$ cat src/rtl/gpio_sel_irq_pkg.sv
package gpio_sel_irq_pkg;

    // Direction codes of a pin field
    localparam logic [1:0] DIR_OUT = 2'b11;
    localparam logic [1:0] DIR_IN  = 2'b00;

    // Level codes of the interrupt select field
    typedef enum logic [1:0] {
        LVL_OFF_A = 2'b00,
        LVL_LOW   = 2'b01,
        LVL_OFF_B = 2'b10,
        LVL_HIGH  = 2'b11
    } lvl_code_e;

    // Register byte offsets
    localparam int unsigned OFS_CTRL = 0;
    localparam int unsigned OFS_DOUT = 4;
    localparam int unsigned OFS_DIN  = 8;

endpackage

$ cat src/rtl/gpio_sel_irq_sync.sv
module gpio_sel_irq_sync #(
    parameter int unsigned WIDTH  = 6,
    parameter int unsigned STAGES = 2
) (
    input  logic             clk_i,
    input  logic             rst_ni,
    input  logic [WIDTH-1:0] async_i,
    output logic [WIDTH-1:0] sync_o
);

    logic [STAGES-1:0][WIDTH-1:0] chain_d, chain_q;

    always_comb begin
        chain_d    = chain_q;
        chain_d[0] = async_i;
        for (int k = 1; k < STAGES; k++) begin
            chain_d[k] = chain_q[k-1];
        end
    end

    always_ff @(posedge clk_i or negedge rst_ni) begin
        if (!rst_ni) chain_q <= '0;
        else         chain_q <= chain_d;
    end

    assign sync_o = chain_q[STAGES-1];

    generate
        for (genvar g = 1; g < STAGES; g++) begin : g_stage_chk
            // each stage takes the previous stage one edge later
            assert_stage_shift_R5: assert property (@(posedge clk_i) disable iff (!rst_ni)
                chain_q[g] == $past(chain_q[g-1]));
        end
    endgenerate

endmodule

$ cat src/rtl/gpio_sel_irq_regs.sv
module gpio_sel_irq_regs
    import gpio_sel_irq_pkg::*;
#(
    parameter int unsigned          NUM_PINS = 6,
    parameter int unsigned          DATA_W   = 32,
    parameter int unsigned          ADDR_W   = 8,
    parameter logic [NUM_PINS-1:0]  RD_MASK  = 6'h2F,
    localparam int unsigned         SEL_W    = $clog2(NUM_PINS),
    localparam int unsigned         SEL_LSB  = 2 * NUM_PINS,
    localparam int unsigned         EN_BIT   = SEL_LSB + SEL_W,
    localparam int unsigned         LVL_LSB  = EN_BIT + 1,
    localparam int unsigned         CTRL_W   = LVL_LSB + 2
) (
    input  logic                clk_i,
    input  logic                rst_ni,
    input  logic                wr_i,
    input  logic [ADDR_W-1:0]   addr_i,
    input  logic [DATA_W-1:0]   wdata_i,
    input  logic [NUM_PINS-1:0] din_i,
    output logic [DATA_W-1:0]   rdata_o,
    output logic [CTRL_W-1:0]   ctrl_o,
    output logic [NUM_PINS-1:0] dout_o
);

    typedef struct packed {
        logic [CTRL_W-1:0]   ctrl;
        logic [NUM_PINS-1:0] dout;
    } regs_t;

    regs_t st_d, st_q;
    logic [CTRL_W-1:0] ctrl_new;
    logic [SEL_W-1:0]  new_sel;
    logic              unused_hi;

    assign unused_hi = ^wdata_i[DATA_W-1:CTRL_W];
    assign new_sel   = wdata_i[SEL_LSB +: SEL_W];

    always_comb begin
        st_d     = st_q;
        ctrl_new = wdata_i[CTRL_W-1:0];
        if (wdata_i[EN_BIT]) begin
            for (int p = 0; p < NUM_PINS; p++) begin
                if (new_sel == SEL_W'(p)) ctrl_new[2*p +: 2] = DIR_IN;
            end
        end
        if (wr_i) begin
            if (addr_i == ADDR_W'(OFS_CTRL))      st_d.ctrl = ctrl_new;
            else if (addr_i == ADDR_W'(OFS_DOUT)) st_d.dout = wdata_i[NUM_PINS-1:0];
        end
    end

    always_ff @(posedge clk_i or negedge rst_ni) begin
        if (!rst_ni) st_q <= '0;
        else         st_q <= st_d;
    end

    always_comb begin
        rdata_o = '0;
        if (addr_i == ADDR_W'(OFS_CTRL))      rdata_o = DATA_W'(st_q.ctrl);
        else if (addr_i == ADDR_W'(OFS_DOUT)) rdata_o = DATA_W'(st_q.dout);
        else if (addr_i == ADDR_W'(OFS_DIN))  rdata_o = DATA_W'(din_i & RD_MASK);
    end

    assign ctrl_o = st_q.ctrl;
    assign dout_o = st_q.dout;

    // enabling the interrupt on a valid pin leaves that pin an input
    assert_sel_forces_input_R6: assert property (@(posedge clk_i) disable iff (!rst_ni)
        (wr_i && addr_i == ADDR_W'(OFS_CTRL) && wdata_i[EN_BIT] && new_sel == '0)
        |=> (st_q.ctrl[1:0] == DIR_IN));

    // a write to the output register lands on the next edge
    assert_dout_write_R4: assert property (@(posedge clk_i) disable iff (!rst_ni)
        (wr_i && addr_i == ADDR_W'(OFS_DOUT))
        |=> (st_q.dout == $past(wdata_i[NUM_PINS-1:0])));

    // without a write the output register holds
    assert_dout_hold_R4: assert property (@(posedge clk_i) disable iff (!rst_ni)
        (!wr_i) |=> $stable(st_q.dout));

    // writes to unmapped offsets leave the control register unchanged
    assert_ctrl_hold_R9: assert property (@(posedge clk_i) disable iff (!rst_ni)
        (wr_i && addr_i != ADDR_W'(OFS_CTRL)) |=> $stable(st_q.ctrl));

endmodule

$ cat src/rtl/gpio_sel_irq_irq.sv
module gpio_sel_irq_irq
    import gpio_sel_irq_pkg::*;
#(
    parameter int unsigned  NUM_PINS = 6,
    localparam int unsigned SEL_W    = $clog2(NUM_PINS)
) (
    input  logic                clk_i,
    input  logic                rst_ni,
    input  logic [NUM_PINS-1:0] pin_lvl_i,
    input  logic [SEL_W-1:0]    sel_i,
    input  logic                en_i,
    input  logic [1:0]          lvl_i,
    output logic                irq_o
);

    typedef struct packed {
        logic irq;
    } irq_st_t;

    irq_st_t st_d, st_q;
    logic    picked;
    logic    sel_ok;

    always_comb begin
        picked = 1'b0;
        sel_ok = 1'b0;
        for (int p = 0; p < NUM_PINS; p++) begin
            if (sel_i == SEL_W'(p)) begin
                picked = pin_lvl_i[p];
                sel_ok = 1'b1;
            end
        end
    end

    always_comb begin
        st_d     = st_q;
        st_d.irq = 1'b0;
        if (en_i && sel_ok) begin
            if (lvl_i == LVL_HIGH)     st_d.irq = picked;
            else if (lvl_i == LVL_LOW) st_d.irq = ~picked;
        end
    end

    always_ff @(posedge clk_i or negedge rst_ni) begin
        if (!rst_ni) st_q <= '0;
        else         st_q <= st_d;
    end

    assign irq_o = st_q.irq;

    // a disabled interrupt stays low
    assert_irq_off_disabled_R8: assert property (@(posedge clk_i) disable iff (!rst_ni)
        (!en_i) |=> !irq_o);

    // an index naming no pin stays low
    assert_irq_off_badsel_R8: assert property (@(posedge clk_i) disable iff (!rst_ni)
        (int'(sel_i) >= NUM_PINS) |=> !irq_o);

    // the unused level codes stay low
    assert_irq_off_lvl_R8: assert property (@(posedge clk_i) disable iff (!rst_ni)
        (lvl_i == LVL_OFF_A || lvl_i == LVL_OFF_B) |=> !irq_o);

    // pin 0 high with level code high raises the line
    assert_irq_high_pin0_R7: assert property (@(posedge clk_i) disable iff (!rst_ni)
        (en_i && sel_i == '0 && lvl_i == LVL_HIGH && pin_lvl_i[0]) |=> irq_o);

endmodule

$ cat src/rtl/gpio_sel_irq.sv
module gpio_sel_irq
    import gpio_sel_irq_pkg::*;
#(
    parameter int unsigned         NUM_PINS    = 6,
    parameter int unsigned         DATA_W      = 32,
    parameter int unsigned         ADDR_W      = 8,
    parameter int unsigned         SYNC_STAGES = 2,
    parameter logic [NUM_PINS-1:0] RD_MASK     = 6'h2F
) (
    input  logic                clk_i,
    input  logic                rst_ni,
    input  logic                reg_wr_i,
    input  logic [ADDR_W-1:0]   reg_addr_i,
    input  logic [DATA_W-1:0]   reg_wdata_i,
    output logic [DATA_W-1:0]   reg_rdata_o,
    input  logic [NUM_PINS-1:0] pad_in_i,
    output logic [NUM_PINS-1:0] pad_out_o,
    output logic [NUM_PINS-1:0] pad_oe_o,
    output logic                irq_o
);

    localparam int unsigned SEL_W   = $clog2(NUM_PINS);
    localparam int unsigned SEL_LSB = 2 * NUM_PINS;
    localparam int unsigned EN_BIT  = SEL_LSB + SEL_W;
    localparam int unsigned LVL_LSB = EN_BIT + 1;
    localparam int unsigned CTRL_W  = LVL_LSB + 2;

    logic [NUM_PINS-1:0] pin_sync;
    logic [CTRL_W-1:0]   ctrl;
    logic [NUM_PINS-1:0] dout;

    gpio_sel_irq_sync #(
        .WIDTH  (NUM_PINS),
        .STAGES (SYNC_STAGES)
    ) sync_i (
        .clk_i   (clk_i),
        .rst_ni  (rst_ni),
        .async_i (pad_in_i),
        .sync_o  (pin_sync)
    );

    gpio_sel_irq_regs #(
        .NUM_PINS (NUM_PINS),
        .DATA_W   (DATA_W),
        .ADDR_W   (ADDR_W),
        .RD_MASK  (RD_MASK)
    ) regs_i (
        .clk_i   (clk_i),
        .rst_ni  (rst_ni),
        .wr_i    (reg_wr_i),
        .addr_i  (reg_addr_i),
        .wdata_i (reg_wdata_i),
        .din_i   (pin_sync),
        .rdata_o (reg_rdata_o),
        .ctrl_o  (ctrl),
        .dout_o  (dout)
    );

    gpio_sel_irq_irq #(
        .NUM_PINS (NUM_PINS)
    ) irq_i (
        .clk_i     (clk_i),
        .rst_ni    (rst_ni),
        .pin_lvl_i (pin_sync),
        .sel_i     (ctrl[SEL_LSB +: SEL_W]),
        .en_i      (ctrl[EN_BIT]),
        .lvl_i     (ctrl[LVL_LSB +: 2]),
        .irq_o     (irq_o)
    );

    generate
        for (genvar n = 0; n < NUM_PINS; n++) begin : g_pad
            assign pad_oe_o[n] = (ctrl[2*n +: 2] == DIR_OUT);
        end
    endgenerate

    assign pad_out_o = dout;

    // a pin driven while its field is not the output code is an error
    assert_oe_needs_out_R2: assert property (@(posedge clk_i) disable iff (!rst_ni)
        (ctrl[1:0] != DIR_OUT) |-> !pad_oe_o[0]);

endmodule

$ cat config.mk
export PLATFORM = sky130hd
export DESIGN_NAME = gpio_sel_irq
export DESIGN_NICKNAME = d
export VERILOG_FILES = /design/src/rtl/gpio_sel_irq_pkg.sv /design/src/rtl/gpio_sel_irq_sync.sv /design/src/rtl/gpio_sel_irq_regs.sv /design/src/rtl/gpio_sel_irq_irq.sv /design/src/rtl/gpio_sel_irq.sv
export SDC_FILE = /design/constraint.sdc
export NUM_CORES = 1
export LEC_CHECK = 0
export BUFFER_PORTS_ARGS = -buffer_cell sky130_fd_sc_hd__buf_2
export CORE_AREA = 2 2 65 67
export CTS_CLUSTER_SIZE = 24
export DETAILED_ROUTE_END_ITERATION = 12
export DIE_AREA = 0 0 67 69
export PLACE_DENSITY = 0.81
export SLEW_MARGIN = 10
export SYNTH_ARGS = -nofsm -noshare
export SYNTH_HDL_FRONTEND = slang
export SYNTH_SLANG_ARGS = --single-unit
$ cat constraint.sdc
create_clock -name clk_i -period 2.3 [get_ports clk_i]
set_input_delay 0.115 -clock clk_i [delete_from_list [all_inputs] [get_ports clk_i]]
set_output_delay 0.115 -clock clk_i [all_outputs]
set_load 0.02 [all_outputs]
After elaboration in Yosys (flattened, before gate mapping) --
Index checks and enable logic that the tools add are counted.
Cells by class: eq/ne operators 20, mux-type cells 25, bitwise logic cells 2, reduce and logical (&&, ||, !) cells 6
Operators by type and width (number):
- $mux W32 | 2
- $mux W1 | 15
- $eq A2 B2 Y1 const B | 7
- $eq A3 B2 Y1 const B | 4
- $eq A3 B3 Y1 const B | 4
- $mux W12 | 1
- $mux W2 | 6
- $eq A8 B3 Y1 const B | 1
- $eq A8 B4 Y1 const B | 1
- $logic_not A8 Y1 | 1
- $eq A3 B1 Y1 const B | 2
- $logic_not A3 Y1 | 2
- $mux W6 | 1
- $reduce_and A3 Y1 | 1
- $eq A2 B1 Y1 const B | 1
- $not A1 Y1 | 2
- $reduce_and A2 Y1 | 1
- $logic_and A1 B1 Y1 | 1
Storage, ports and cells: register bits after elaboration 37, input port bits 49, logic and storage cells 58

Longest topological paths before layout --
depth in word-level cells 11, gate-level depth with buffers 6, depth with buffers taken out 4

Cells and area by module --
From an unflattened synthesis, not the netlist that was laid out.
Second synthesis, totals: cell total of the unflattened synthesis 171, area total of the unflattened synthesis 1886.8 µm²
Modules (own cells, without submodules):
- gpio_sel_irq_regs | instances 1, cells an instance 142, area each 1446.4 µm², seq. area each 600.6 µm²
- gpio_sel_irq_sync | instances 1, cells an instance 12, area each 300.3 µm², seq. area each 300.3 µm²
- gpio_sel_irq_irq | instances 1, cells an instance 11, area each 102.6 µm², seq. area each 25.0 µm²
- gpio_sel_irq | instances 1, cells an instance 6, area each 37.5 µm², seq. area each 0.0 µm²

Worst setup path after synthesis --
No wires, ideal clock.
kind reg-to-reg, start point register regs_i.st_q (netlist bit regs_i.ctrl_o[12]), end point register irq_i.st_q (netlist: irq_i.irq_o), setup time 0.104 ns, arrival time 1.362 ns, required time 2.196 ns, slack 0.834 ns, cell stages (with the launch flop) 5, path buffers 0, path through dfrtp_1 -> mux2i_1 -> nor3_1 -> or4_1 -> a221oi_1
On the way: word-level cells in the longest chain between the ends 11
Ends and longest elaborated chain:
- start, declared | RTL line gpio_sel_irq_regs.sv:30 | regs_t st_d, st_q;
- start signal, assigned | RTL line gpio_sel_irq_regs.sv:54 | else st_q <= st_d;
- $logic_not A3 Y1 | RTL line gpio_sel_irq_irq.sv:28 | if (sel_i == SEL_W'(p)) begin
- $mux W1 (6 in series) | RTL line gpio_sel_irq_irq.sv:28
- $not A1 Y1 | RTL line gpio_sel_irq_irq.sv:40 | else if (lvl_i == LVL_LOW) st_d.irq = ~picked;
- $mux W1 | RTL line gpio_sel_irq_irq.sv:40
- $mux W1 | RTL line gpio_sel_irq_irq.sv:39 | if (lvl_i == LVL_HIGH) st_d.irq = picked;
- $mux W1 (*) | RTL line gpio_sel_irq_irq.sv:38 | if (en_i && sel_ok) begin
- via irq_i.st_d | RTL line gpio_sel_irq_irq.sv:20 | irq_st_t st_d, st_q;
- end signal, assigned | RTL line gpio_sel_irq_irq.sv:46 | else st_q <= st_d;
- end, declared | RTL line gpio_sel_irq_irq.sv:20
Mark *: on every way through the listed nets, which the timed path passes. The rest lies on a longest branch. A chain may end at the register's enable or synchronous reset.

Final worst setup path --
start point input reg_addr_i[5], end point output reg_rdata_o[12]
On the way: word-level cells in the longest chain between the ends 2
Ends and longest elaborated chain:
- start, declared | RTL line gpio_sel_irq.sv:13 | input logic [ADDR_W-1:0] reg_addr_i,
- $logic_not A8 Y1 | RTL line gpio_sel_irq_regs.sv:59 | if (addr_i == ADDR_W'(OFS_CTRL)) rdata_o = DATA_W'(st_q.ctrl);
- $mux W32 | RTL line gpio_sel_irq_regs.sv:59
- end, declared | RTL line gpio_sel_irq.sv:15 | output logic [DATA_W-1:0] reg_rdata_o,
Every way passes these cells.

==> impl_metrics.csv <==
group,metric,value,unit
detailed_routing,vias_per_cell,4.721,
timing,fin_skew,0.004826,ns
timing,setup_violations,0,
timing,fin_tns_setup,0,ns
placement,gp_congestion,0.7540,
setup_path,r2r_slack,0.63,ns
synthesis,synth_cell_types,26,
synthesis,netlist_area,1792,um2
timing,rsz0062_at_grt,"no",
detailed_routing,initialDrtViolationCount,66,
grt,grt_max_degree,38,
pwr,p_leak,1.206,nW
flow_run,drv_cap,0,
synthesis,yosysSeqAreaShare,51.68,%
detailed_routing,postRouteWirelength,3645,um
setup_path,worstPathRequired,2.18,ns
detailed_routing,ant_nets,0,
grt,grt_antenna_before_repair,0,
synthesis,synth_xor_area_share,0,%
clocking,cts_resized,0,
grt,gr-total-overflow,0,
synthesis,syn-mean-instance-area,10.30,um2
placement,numPortBuffers,65,
layout,fin_nets,296,
die,start_util,45.78,%
detailed_routing,top_layer,"met4",
die,boundaryPins,94,
pwr,peakVddDrop,375.9,uV
setup_path,worst-path-max-fanout,12,
synthesis,synthArstFlopShare,100.0,%
timing,period_minus_slack,1.742,ns
clocking,insertion_delay,0.29,ns
die,die_area,4623,um2
grt,grt_use_total,17.09,%
die,core_area,3914,um2
detailed_routing,remaining_drc_errors,0,
timing,slew_headroom,46.81,%
detailed_routing,detail_route.wl_per_cell,12.27,um
detailed_routing,first_pass_iters,4,
detailed_routing,met2_length,1869,um
synthesis,ys_warn_count,0,
clocking,root_buffer,"clkbuf_8",
clocking,clk_pin_slew,0.07,ns
detailed_routing,routed-wl-met3,258,um
setup_path,critPathKind,"in -> out",
timing,timing.fmax,574.1,MHz
timing,worst_pin_slew,0.7979,ns
die,rows,23,
clocking,cts_tree,"done",
synthesis,muxShareOfSynthArea,12.57,%
synthesis,synth-seq-cells,37,
synthesis,syn_inst,174,
timing,fin_crit_sh,75.73,%
synthesis,synthSimpleGateAreaFrac,21.37,%
detailed_routing,wl_met1,1428,um
die,die_h,69,um
hold_path,hold_path.class,"in -> reg",
timing,whs,0.05672,ns
synthesis,synth-edff-count,0,
grt,first_global_vias,1382,
setup_path,critPathArrivalTime,1.63,ns
timing,drv_slew,0,
synthesis,synth_top_family_by_area,"simple AND/OR/NAND/NOR gates",
layout,drive_above_1_share,35.63,%
layout,fin_util,57.61,%
die,dieWidth,67,um
clocking,cts.sinks,37,
synthesis,synth_adder_area_share,0,%
synthesis,synth_ff_type,"dfrtp_1",
pwr,power-per-cell-area,574.5,nW/um2
detailed_routing,route.vias.total,1402,
clocking,clk_path_buf_depth,2,
clocking,htreeDepth,2,
synthesis,synth_compound_area_share,6.494,%
layout,fillCellCount,363,
grt,grt_pass1_wl,5927,um
layout,syn2layout_area_growth,25.84,%
clocking,cts_buffers,5,
setup_path,cp-end-kind,"output pin",
setup_path,cp-start-kind,"input port",
placement,dp_hpwl,2721,um
layout,antenna_cells,0,
timing,finalHoldViolCount,0,
run_status,outcome,"complete, no violations",
==> flip-flops by register name, summed over array words and instances, names as in the netlist <==
name,cells
sync_i.chain_d,6
regs_i.ctrl_o,18
regs_i.dout_o,6
sync_i.sync_o,6
irq_i.irq_o,1
==> critical path, cell delays in order <==
cell and delay (ns):
buf_2 0.10, nor4_2 0.37, nand2_2 0.22, nor3_2 0.46, and2_1 0.20, buf_2 0.16
==> stage by stage <==
step	cell area, um2	setup slack, ns	power [mW]	std cells
after global routing	2255	0.3894	1.358	297
after detailed placement	2098	0.5102	0.8521	283
after global placement	2098	0.5649	0.8467	283
after CTS	2255	0.4951	1.306	297
final	2255	0.5582	1.295	297
after floorplan	1841	0.8344	0.8061	187
==> final timing paths <==
check,cells past startpoint,startpoint,end
max in group asynchronous,2,rst_ni,regs_i.ctrl_o[16]$_DFFE_PN0P_
worst min register to register,0,sync_i.chain_d[6]$_DFF_PN0_,sync_i.sync_o[0]$_DFF_PN0_
worst min-delay path,3,reg_wdata_i[10],regs_i.ctrl_o[10]$_DFFE_PN0P_
worst max-delay path,6,reg_addr_i[5],reg_rdata_o[12]
min in group asynchronous,2,rst_ni,regs_i.dout_o[3]$_DFFE_PN0P_
worst max register to register,4,regs_i.ctrl_o[12]$_DFFE_PN0P_,irq_i.irq_o$_DFF_PN0_
==> what timing repair did <==
item | 4_1_cts | 5_1_grt
hold buffers | 7 | 0
hold endpoints to repair | 43 | 0
setup buffers | 0 | 0
==> cell families after synthesis <==
family          after synthesis
flops                        37
buf+inv                      20
mux                          21
simple gates                 74
other cells                   1
compound gates               21
==> layout by cell type (no fill, tap or decap), drive strengths merged <==
master	instances
conb	14
nor2	13
nand2	28
o21ai	12
nand3	2
nor2b	3
nand3b	1
or4	1
dlygate4sd3	7
nor3	4
o31ai	3
nor3b	2
clkbuf	7
dfrtp	37
and2	18
a221oi	1
mux2	12
a21oi	5
mux2i	9
buf	66
nand4	1
nor4	1
==> cell usage after synthesis (2+ instances only) <==
cell type	count	area share, %
nor3b_1	2	0.84
dfrtp_1	37	52
clkbuf_1	3	0.63
a21oi_1	5	1.4
buf_4	14	5.9
nand2_1	27	5.7
nor3_1	2	0.56
buf_2	2	0.56
and2_1	18	6.3
nor2_1	13	2.7
mux2_2	12	7.5
mux2i_1	9	5.0
o31ai_1	3	1.3
o21ai_0	12	3.4
nor2b_1	3	1.0
nand3_1	2	0.56
==> report_power, final <==
group | switching [mW] | total, mW | internal, mW
clock | 0.210 | 0.447 | 0.237
combinational | 0.0872 | 0.147 | 0.0602
sequential | 0.0195 | 0.701 | 0.681
total | 0.316 | 1.30 | 0.979
==> layout make-up <==
cell class,instances,area [um2],share of cell area (%)
multi-input combinational,130,777.0,34.46
clock buffer,7,86.33,3.829
sequential,37,925.9,41.07
tap,50,62.56,2.775
timing repair buffer,73,402.9,17.87
==> layer usage <==
| layer | global-route usage (%) | vias up |
|---|---|---|
| li1 | - | 704 |
| met1 | 19.04 | 642 |
| met2 | 28.82 | 46 |
| met3 | 6.525 | 10 |
| met4 | 6.576 | 0 |
| met5 | 0 | - |
Power figures use the tool's default switching activity.
